### src/rtl/nvw_pkg.sv
// Shared constants and types for the guarded byte store controller.
package nvw_pkg;
    typedef enum logic [1:0] {
        SEL_ADDR = 2'd0,
        SEL_DATA = 2'd1,
        SEL_CTRL = 2'd2,
        SEL_KEY  = 2'd3
    } host_sel_e;

    typedef enum logic [1:0] {
        ARM_IDLE  = 2'd0,
        ARM_HALF  = 2'd1,
        ARM_READY = 2'd2
    } arm_state_e;

    localparam int CTL_RD  = 0;
    localparam int CTL_GO  = 1;
    localparam int CTL_WEN = 2;

    localparam logic [7:0] KEY_FIRST  = 8'h55;
    localparam logic [7:0] KEY_SECOND = 8'hAA;
endpackage

### src/rtl/nvw_unlock.sv
// Key-sequence tracker. Watches every host register write and reports
// "armed" only when the two most recent writes were KEY_FIRST then
// KEY_SECOND to the key register. Assumes one host write per cycle.
module nvw_unlock
    import nvw_pkg::*;
(
    input  logic       clk,
    input  logic       rst_n,
    input  logic       wr_stb,
    input  logic       is_key,
    input  logic [7:0] wbyte,
    output logic       armed
);
    arm_state_e state_q;

    // Advance the key sequence on each host write; anything unexpected drops to idle.
    always_ff @(posedge clk) begin
        if (!rst_n) begin
            state_q <= ARM_IDLE;
        end else if (wr_stb) begin
            unique case (state_q)
                ARM_IDLE:  state_q <= (is_key && wbyte == KEY_FIRST)  ? ARM_HALF  : ARM_IDLE;
                ARM_HALF:  state_q <= (is_key && wbyte == KEY_SECOND) ? ARM_READY : ARM_IDLE;
                default:   state_q <= ARM_IDLE;
            endcase
        end
    end

    assign armed = (state_q == ARM_READY);

    // from ready, any host write leaves ready.
    p_arm_consumed_r10: assert property (@(posedge clk) disable iff (!rst_n)
        (armed && wr_stb) |=> !armed);
endmodule

### src/rtl/nvw_engine.sv
// Write engine. Latches address and data on start and counts WR_LAT cycles.
// On the last one it raises commit. An abort during the count drops busy and
// sets the error flag without committing. Assumes WR_LAT >= 1.
module nvw_engine #(
    parameter int AW     = 4,
    parameter int DW     = 8,
    parameter int WR_LAT = 4
) (
    input  logic          clk,
    input  logic          rst_n,
    input  logic          start,
    input  logic          abort,
    input  logic [AW-1:0] addr_in,
    input  logic [DW-1:0] data_in,
    output logic          busy,
    output logic          wrerr,
    output logic          commit,
    output logic [AW-1:0] c_addr,
    output logic [DW-1:0] c_data
);
    localparam int CW = $clog2(WR_LAT + 1);
    localparam logic [CW-1:0] CNT_LOAD = CW'(WR_LAT);
    localparam logic [CW-1:0] CNT_ONE  = CW'(1);

    logic [CW-1:0] cnt_q;

    // Run the latency countdown, handle abort and latch the write target.
    always_ff @(posedge clk) begin
        if (!rst_n) begin
            busy   <= 1'b0;
            wrerr  <= 1'b0;
            cnt_q  <= '0;
            c_addr <= '0;
            c_data <= '0;
        end else if (busy) begin
            if (abort) begin
                busy  <= 1'b0;
                wrerr <= 1'b1;
            end else if (cnt_q == CNT_ONE) begin
                busy <= 1'b0;
            end else begin
                cnt_q <= cnt_q - CNT_ONE;
            end
        end else if (start) begin
            busy   <= 1'b1;
            wrerr  <= 1'b0;
            cnt_q  <= CNT_LOAD;
            c_addr <= addr_in;
            c_data <= data_in;
        end
    end

    // Final countdown cycle without abort stores the byte.
    assign commit = busy && !abort && (cnt_q == CNT_ONE);

    p_cnt_range_r4: assert property (@(posedge clk) disable iff (!rst_n)
        busy |-> (cnt_q >= CNT_ONE && cnt_q <= CNT_LOAD));
    p_abort_flag_r8: assert property (@(posedge clk) disable iff (!rst_n)
        (busy && abort) |=> (wrerr && !busy));
endmodule

### src/rtl/nvw_array.sv
// Byte array model with two write ports and two combinational read ports.
// Port A (host commit) has priority over port B (external) on a same-address
// collision. Cleared by reset for a deterministic model.
module nvw_array #(
    parameter int AW = 4,
    parameter int DW = 8
) (
    input  logic          clk,
    input  logic          rst_n,
    input  logic          we_a,
    input  logic [AW-1:0] waddr_a,
    input  logic [DW-1:0] wdata_a,
    input  logic          we_b,
    input  logic [AW-1:0] waddr_b,
    input  logic [DW-1:0] wdata_b,
    input  logic [AW-1:0] raddr_a,
    output logic [DW-1:0] rdata_a,
    input  logic [AW-1:0] raddr_b,
    output logic [DW-1:0] rdata_b
);
    localparam int DEPTH = 1 << AW;

    logic [DW-1:0] mem [DEPTH];

    for (genvar row = 0; row < DEPTH; row++) begin : g_row
        // Update one row, giving the host commit priority.
        always_ff @(posedge clk) begin
            if (!rst_n) begin
                mem[row] <= '0;
            end else if (we_a && waddr_a == AW'(row)) begin
                mem[row] <= wdata_a;
            end else if (we_b && waddr_b == AW'(row)) begin
                mem[row] <= wdata_b;
            end
        end
    end

    assign rdata_a = mem[raddr_a];
    assign rdata_b = mem[raddr_b];
endmodule

### src/rtl/nvm_guard_ctrl.sv
// Guarded nonvolatile byte store controller (top). Holds the host address,
// data and write-enable registers, gates the external port by code
// protection and the power-up timer, and ties together the key tracker,
// write engine and array. Assumes one host register write per cycle.
module nvm_guard_ctrl
    import nvw_pkg::*;
#(
    parameter int AW     = 4,
    parameter int WR_LAT = 4
) (
    input  logic          clk,
    input  logic          rst_n,
    input  logic          pwrt_done,
    input  logic          code_prot,
    input  logic          h_we,
    input  logic [1:0]    h_sel,
    input  logic [7:0]    h_wdata,
    output logic [7:0]    data_o,
    output logic          wren_o,
    output logic          busy_o,
    output logic          wrerr_o,
    input  logic          x_rd,
    input  logic          x_wr,
    input  logic [AW-1:0] x_addr,
    input  logic [7:0]    x_wdata,
    output logic [7:0]    x_rdata,
    output logic          prot_viol
);
    localparam int DW = 8;

    host_sel_e     sel;
    logic          ctrl_wr, key_wr, armed, start, abort, rd_go;
    logic          commit, x_wr_ok;
    logic [AW-1:0] addr_q, c_addr;
    logic [DW-1:0] data_q, c_data, host_rd, ext_rd;
    logic          wren_q;

    assign sel     = host_sel_e'(h_sel);
    assign ctrl_wr = h_we && (sel == SEL_CTRL);
    assign key_wr  = (sel == SEL_KEY);
    assign start   = ctrl_wr && armed && h_wdata[CTL_GO] && h_wdata[CTL_WEN]
                     && pwrt_done && !busy_o;
    assign abort   = ctrl_wr && !h_wdata[CTL_WEN];
    assign rd_go   = ctrl_wr && h_wdata[CTL_RD] && !busy_o;
    assign x_wr_ok = x_wr && !code_prot && pwrt_done;

    nvw_unlock u_unlock (
        .clk    (clk),
        .rst_n  (rst_n),
        .wr_stb (h_we),
        .is_key (key_wr),
        .wbyte  (h_wdata),
        .armed  (armed)
    );

    nvw_engine #(.AW(AW), .DW(DW), .WR_LAT(WR_LAT)) u_engine (
        .clk     (clk),
        .rst_n   (rst_n),
        .start   (start),
        .abort   (abort),
        .addr_in (addr_q),
        .data_in (data_q),
        .busy    (busy_o),
        .wrerr   (wrerr_o),
        .commit  (commit),
        .c_addr  (c_addr),
        .c_data  (c_data)
    );

    nvw_array #(.AW(AW), .DW(DW)) u_array (
        .clk     (clk),
        .rst_n   (rst_n),
        .we_a    (commit),
        .waddr_a (c_addr),
        .wdata_a (c_data),
        .we_b    (x_wr_ok),
        .waddr_b (x_addr),
        .wdata_b (x_wdata),
        .raddr_a (addr_q),
        .rdata_a (host_rd),
        .raddr_b (x_addr),
        .rdata_b (ext_rd)
    );

    // Host-visible registers: address, data (or read result) and write-enable.
    always_ff @(posedge clk) begin
        if (!rst_n) begin
            addr_q <= '0;
            data_q <= '0;
            wren_q <= 1'b0;
        end else begin
            if (h_we && sel == SEL_ADDR) addr_q <= h_wdata[AW-1:0];
            if (h_we && sel == SEL_DATA) data_q <= h_wdata;
            if (rd_go)                   data_q <= host_rd;
            if (ctrl_wr)                 wren_q <= h_wdata[CTL_WEN];
        end
    end

    // External read path and sticky violation flag under code protection.
    always_ff @(posedge clk) begin
        if (!rst_n) begin
            x_rdata   <= '0;
            prot_viol <= 1'b0;
        end else begin
            if (x_rd)                      x_rdata   <= code_prot ? '0 : ext_rd;
            if ((x_rd || x_wr) && code_prot) prot_viol <= 1'b1;
        end
    end

    assign data_o = data_q;
    assign wren_o = wren_q;

    p_start_timer_r2: assert property (@(posedge clk) disable iff (!rst_n)
        $rose(busy_o) |-> $past(pwrt_done));
    p_start_armed_r3: assert property (@(posedge clk) disable iff (!rst_n)
        $rose(busy_o) |-> $past(armed));
    p_start_wren_r6: assert property (@(posedge clk) disable iff (!rst_n)
        $rose(busy_o) |-> wren_q);
    p_prot_read_r5: assert property (@(posedge clk) disable iff (!rst_n)
        (code_prot && x_rd) |=> (x_rdata == '0));
    p_read_busy_r7: assert property (@(posedge clk) disable iff (!rst_n)
        (busy_o && ctrl_wr) |=> $stable(data_q));
    p_viol_sticky_r9: assert property (@(posedge clk) disable iff (!rst_n)
        prot_viol |=> prot_viol);
endmodule

### config.mk
export PLATFORM = sky130hd
export DESIGN_NAME = nvm_guard_ctrl
export DESIGN_NICKNAME = d
export VERILOG_FILES = /design/src/rtl/nvw_pkg.sv /design/src/rtl/nvw_unlock.sv /design/src/rtl/nvw_engine.sv /design/src/rtl/nvw_array.sv /design/src/rtl/nvm_guard_ctrl.sv
export SDC_FILE = /design/constraint.sdc
export NUM_CORES = 1
export LEC_CHECK = 0
export BUFFER_PORTS_ARGS = -buffer_cell sky130_fd_sc_hd__buf_2
export CORE_AREA = 2 2 136 138
export CTS_CLUSTER_SIZE = 12
export DETAILED_ROUTE_END_ITERATION = 10
export DIE_AREA = 0 0 138 140
export HOLD_SLACK_MARGIN = 0.1
export PLACE_DENSITY = 0.72
export REMOVE_ABC_BUFFERS = 1
export SKIP_CTS_REPAIR_TIMING = 1
export SYNTH_ARGS = -nofsm -noshare
export SYNTH_HDL_FRONTEND = slang
export SYNTH_SLANG_ARGS = --single-unit
### constraint.sdc
create_clock -name clk -period 5.32 [get_ports clk]
set_input_delay 0.532 -clock clk [delete_from_list [all_inputs] [get_ports clk]]
set_output_delay 0.532 -clock clk [all_outputs]
set_load 0.005 [all_outputs]
==> flow_summary.yaml <==
worst_setup_path:
  reg2reg_slack_ps: 2440
  reg2reg_depth: 4
  critPathKind: "flop to flop"
  r2r-end: "u_array.mem[5][6]"
  crit_path_start: "u_engine.busy"
  timing.rr.start: "u_engine.busy"
  cp.arrival_ps: 3120
  startpoint_type: "flop"
  cp_max_fo: 24
  crit_path_end_kind: "flop"
  worstPathRequired_ps: 5560
synth:
  ys_seq_elements: 173
  async_reset_ff_share_pct: 0
  synth_edf_count: 128
  synth_cell_types: 63
  yosys_most_used_dff: "edfxtp_1"
  syn-cell-area_mm2: 0.00953
  ys_seq_area_share_pct: 49.8
  syn_avg_cell_area_um2: 12.8
  postSynthCellCount: 743
  synth_warnings: 0
clock_network:
  h-tree-depth: 4
  cts_sinks: 173
  cts_max_path_buffers: 2
  clock-root-buffer: "clkbuf_16"
  cts_made_buffers: 17
  clk_latency_ps: 450
  cts_tree: "built"
  cts.clk_slew.worst_paths_ps: 70
cells_and_area:
  layout_common_cells: "128 x edfxtp_1, 97 x o22ai_1, 77 x nand2_1"
  regArea_mm2: 0.00475
  final_common_cell: "edfxtp_1"
  drive_above_1_share_pct: 24.3
  nets: 785
  fillCellCount: 1413
  instances_no_fill: 995
  multiInputGateArea_mm2: 0.00442
  n_antenna_cell: 0
  syn_to_final_growth_pct: 8.64
grt:
  grt_pass1_wl_mm: 44.1
  antenna_found_initial: 0
  grt_max_degree: 39
  grt_pass1_vias: 7168
  grt_usage_pct: 30.3
  grt-ovfl-total: 0
run_status:
  violations: "DRC"
  status: "finished, violations left"
hold_path:
  hold_path_depth: 3
  hold_path.class: "input pin to flop"
  holdCritStartpoint: "h_wdata[3]"
routing:
  vias: 7518
  dr.pass1.iters: 10
  drtIter0Drc: 1196
  ant_nets: 0
  viasPerCell: 7.56
  routed_wl_mm: 29.3
  wire_per_inst_um: 29.4
  drc: 2
placement:
  place_hpwl_mm: 21.9
  place.gp.congestion: 1.14
  placed_cells: 964
  port_buffers: 48
job:
  drv_cap: 0
timing:
  setup_viol: 0
  finalClockSkew_ps: 10.3
  worst_pin_slew_ps: 1220
  hold_viol_final: 0
  min_period_ps: 2880
  finalSetupTns_ps: 0
  timing.final.max_slew_violations: 0
  max_freq_mhz: 347
  fin_crit_sh_pct: 54.2
  rsz0062_at_grt: "no"
  relSlewSlack_pct: 18.5
power_and_ir_drop:
  power_density_mw_per_mm2: 294
  vdd_drop_max_mv: 0.191
  power.leakage_nw: 3.37
die:
  die_w_um: 138
  rows: 49
  initial_utilization_pct: 53.6
  dieArea_mm2: 0.0193
  core_mm2: 0.0178
  die_height_um: 140
  ios: 49
[synthesized netlist by cell type, types with 3 or more instances]
cell	number	area, µm²
a21oi_1	11	55.1
a221oi_1	8	70.1
a22o_1	32	280
a31o_2	6	52.6
and2_1	3	18.8
and3_1	3	18.8
buf_1	4	15.0
buf_2	27	135
buf_4	6	45.0
buf_6	5	56.3
clkbuf_1	20	75.1
dfxtp_1	45	901
edfxtp_1	128	3840
inv_1	6	22.5
mux2_2	13	146
mux2i_1	32	320
mux4_2	63	1420
nand2_1	77	289
nand2b_1	9	56.3
nand3_1	7	35.0
nand3b_1	13	97.6
nand4_1	6	37.5
nor2_1	28	105
nor2b_1	7	43.8
nor4bb_1	4	40.0
o21ai_0	4	20.0
o21ai_1	11	55.1
o21ai_4	3	48.8
o221ai_1	18	158
o22ai_1	97	607
or2_2	3	18.8
or3_1	3	18.8
[metrics by stage]
step | setup WS [ps] | area, µm² | power (mW) | util (%) | hold slack, ps
2_1_floorplan | 2590 | 9190 | 1.70 | - | 442
3_3_place_gp | 2300 | 9770 | 1.82 | 55.0 | 433
3_5_place_dp | 2190 | 9770 | 1.83 | 55.0 | 448
4_1_cts | 2560 | 10300 | 3.03 | 58.2 | 438
5_1_grt | 2290 | 10300 | 3.10 | 58.2 | 464
6_report | 2440 | 10300 | 3.04 | 58.2 | 448
[state kept, by name (all words and copies together), names as in the netlist, named ones only]
register	count
addr_q	4
data_o	8
prot_viol	1
u_array.mem	128
u_engine.busy	1
u_engine.c_addr	4
u_engine.c_data	8
u_engine.cnt_q	3
u_engine.wrerr	1
u_unlock.state_q	2
wren_o	1
x_rdata	8
[report_power, final]
part,total [mW],switching (mW),internal (mW)
logic,0.260,0.145,0.115
registers,1.55,0.0468,1.50
clock network,1.24,0.612,0.624
total,3.04,0.804,2.24
[how the worst max path moves through the flow]
stage / end / slack, ps / cells after the start
global route: u_array.mem[15][3] / 2290 / 4
CTS: u_array.mem[11][4] / 2560 / 3
finish: u_array.mem[5][6] / 2440 / 4
floorplan: u_array.mem[4][0] / 2590 / 3
detailed placement: u_array.mem[0][2] / 2190 / 6
global placement: u_array.mem[0][2] / 2300 / 6
[metal layers]
layer | up-vias | global-route usage (%) | routed length (µm)
li1 | 3091 | - | -
met1 | 3674 | 41.5 | 10800
met2 | 660 | 48.3 | 13700
met3 | 93 | 6.46 | 3940
met4 | 0 | 10.7 | 851
met5 | - | 0 | 0
[worst max-delay path, cell delays in order (launching register included)]
cell     delay, ps
dfxtp_1        530
inv_2          160
nor3_4         480
nand3_1        960
o22ai_1        540
[logic make-up (layout without fill, tap and decap cells)]
group,count (synthesis),after routing,synth area share [%]
AOI/OAI and AO/OA,205,205,15.7
and+or+nand+nor,184,184,10.5
DFF,173,173,49.8
muxes,108,108,19.8
buffers and inverters,70,93,3.76
adders and majority gates,2,2,0.263
xor gates and xnor gates,1,1,0.0920
[cell type report]
type / instances / share of cell area, %
Multi-Input combinational cell: 500 / 42.7
Tap cell: 229 / 2.77
Sequential cell: 173 / 45.9
Clock buffer: 17 / 4.11
Inverter: 7 / 0.254
Clock inverter: 14 / 1.44
Timing Repair Buffer: 55 / 2.83
No activity file was read; power rests on OpenSTA's default activity.
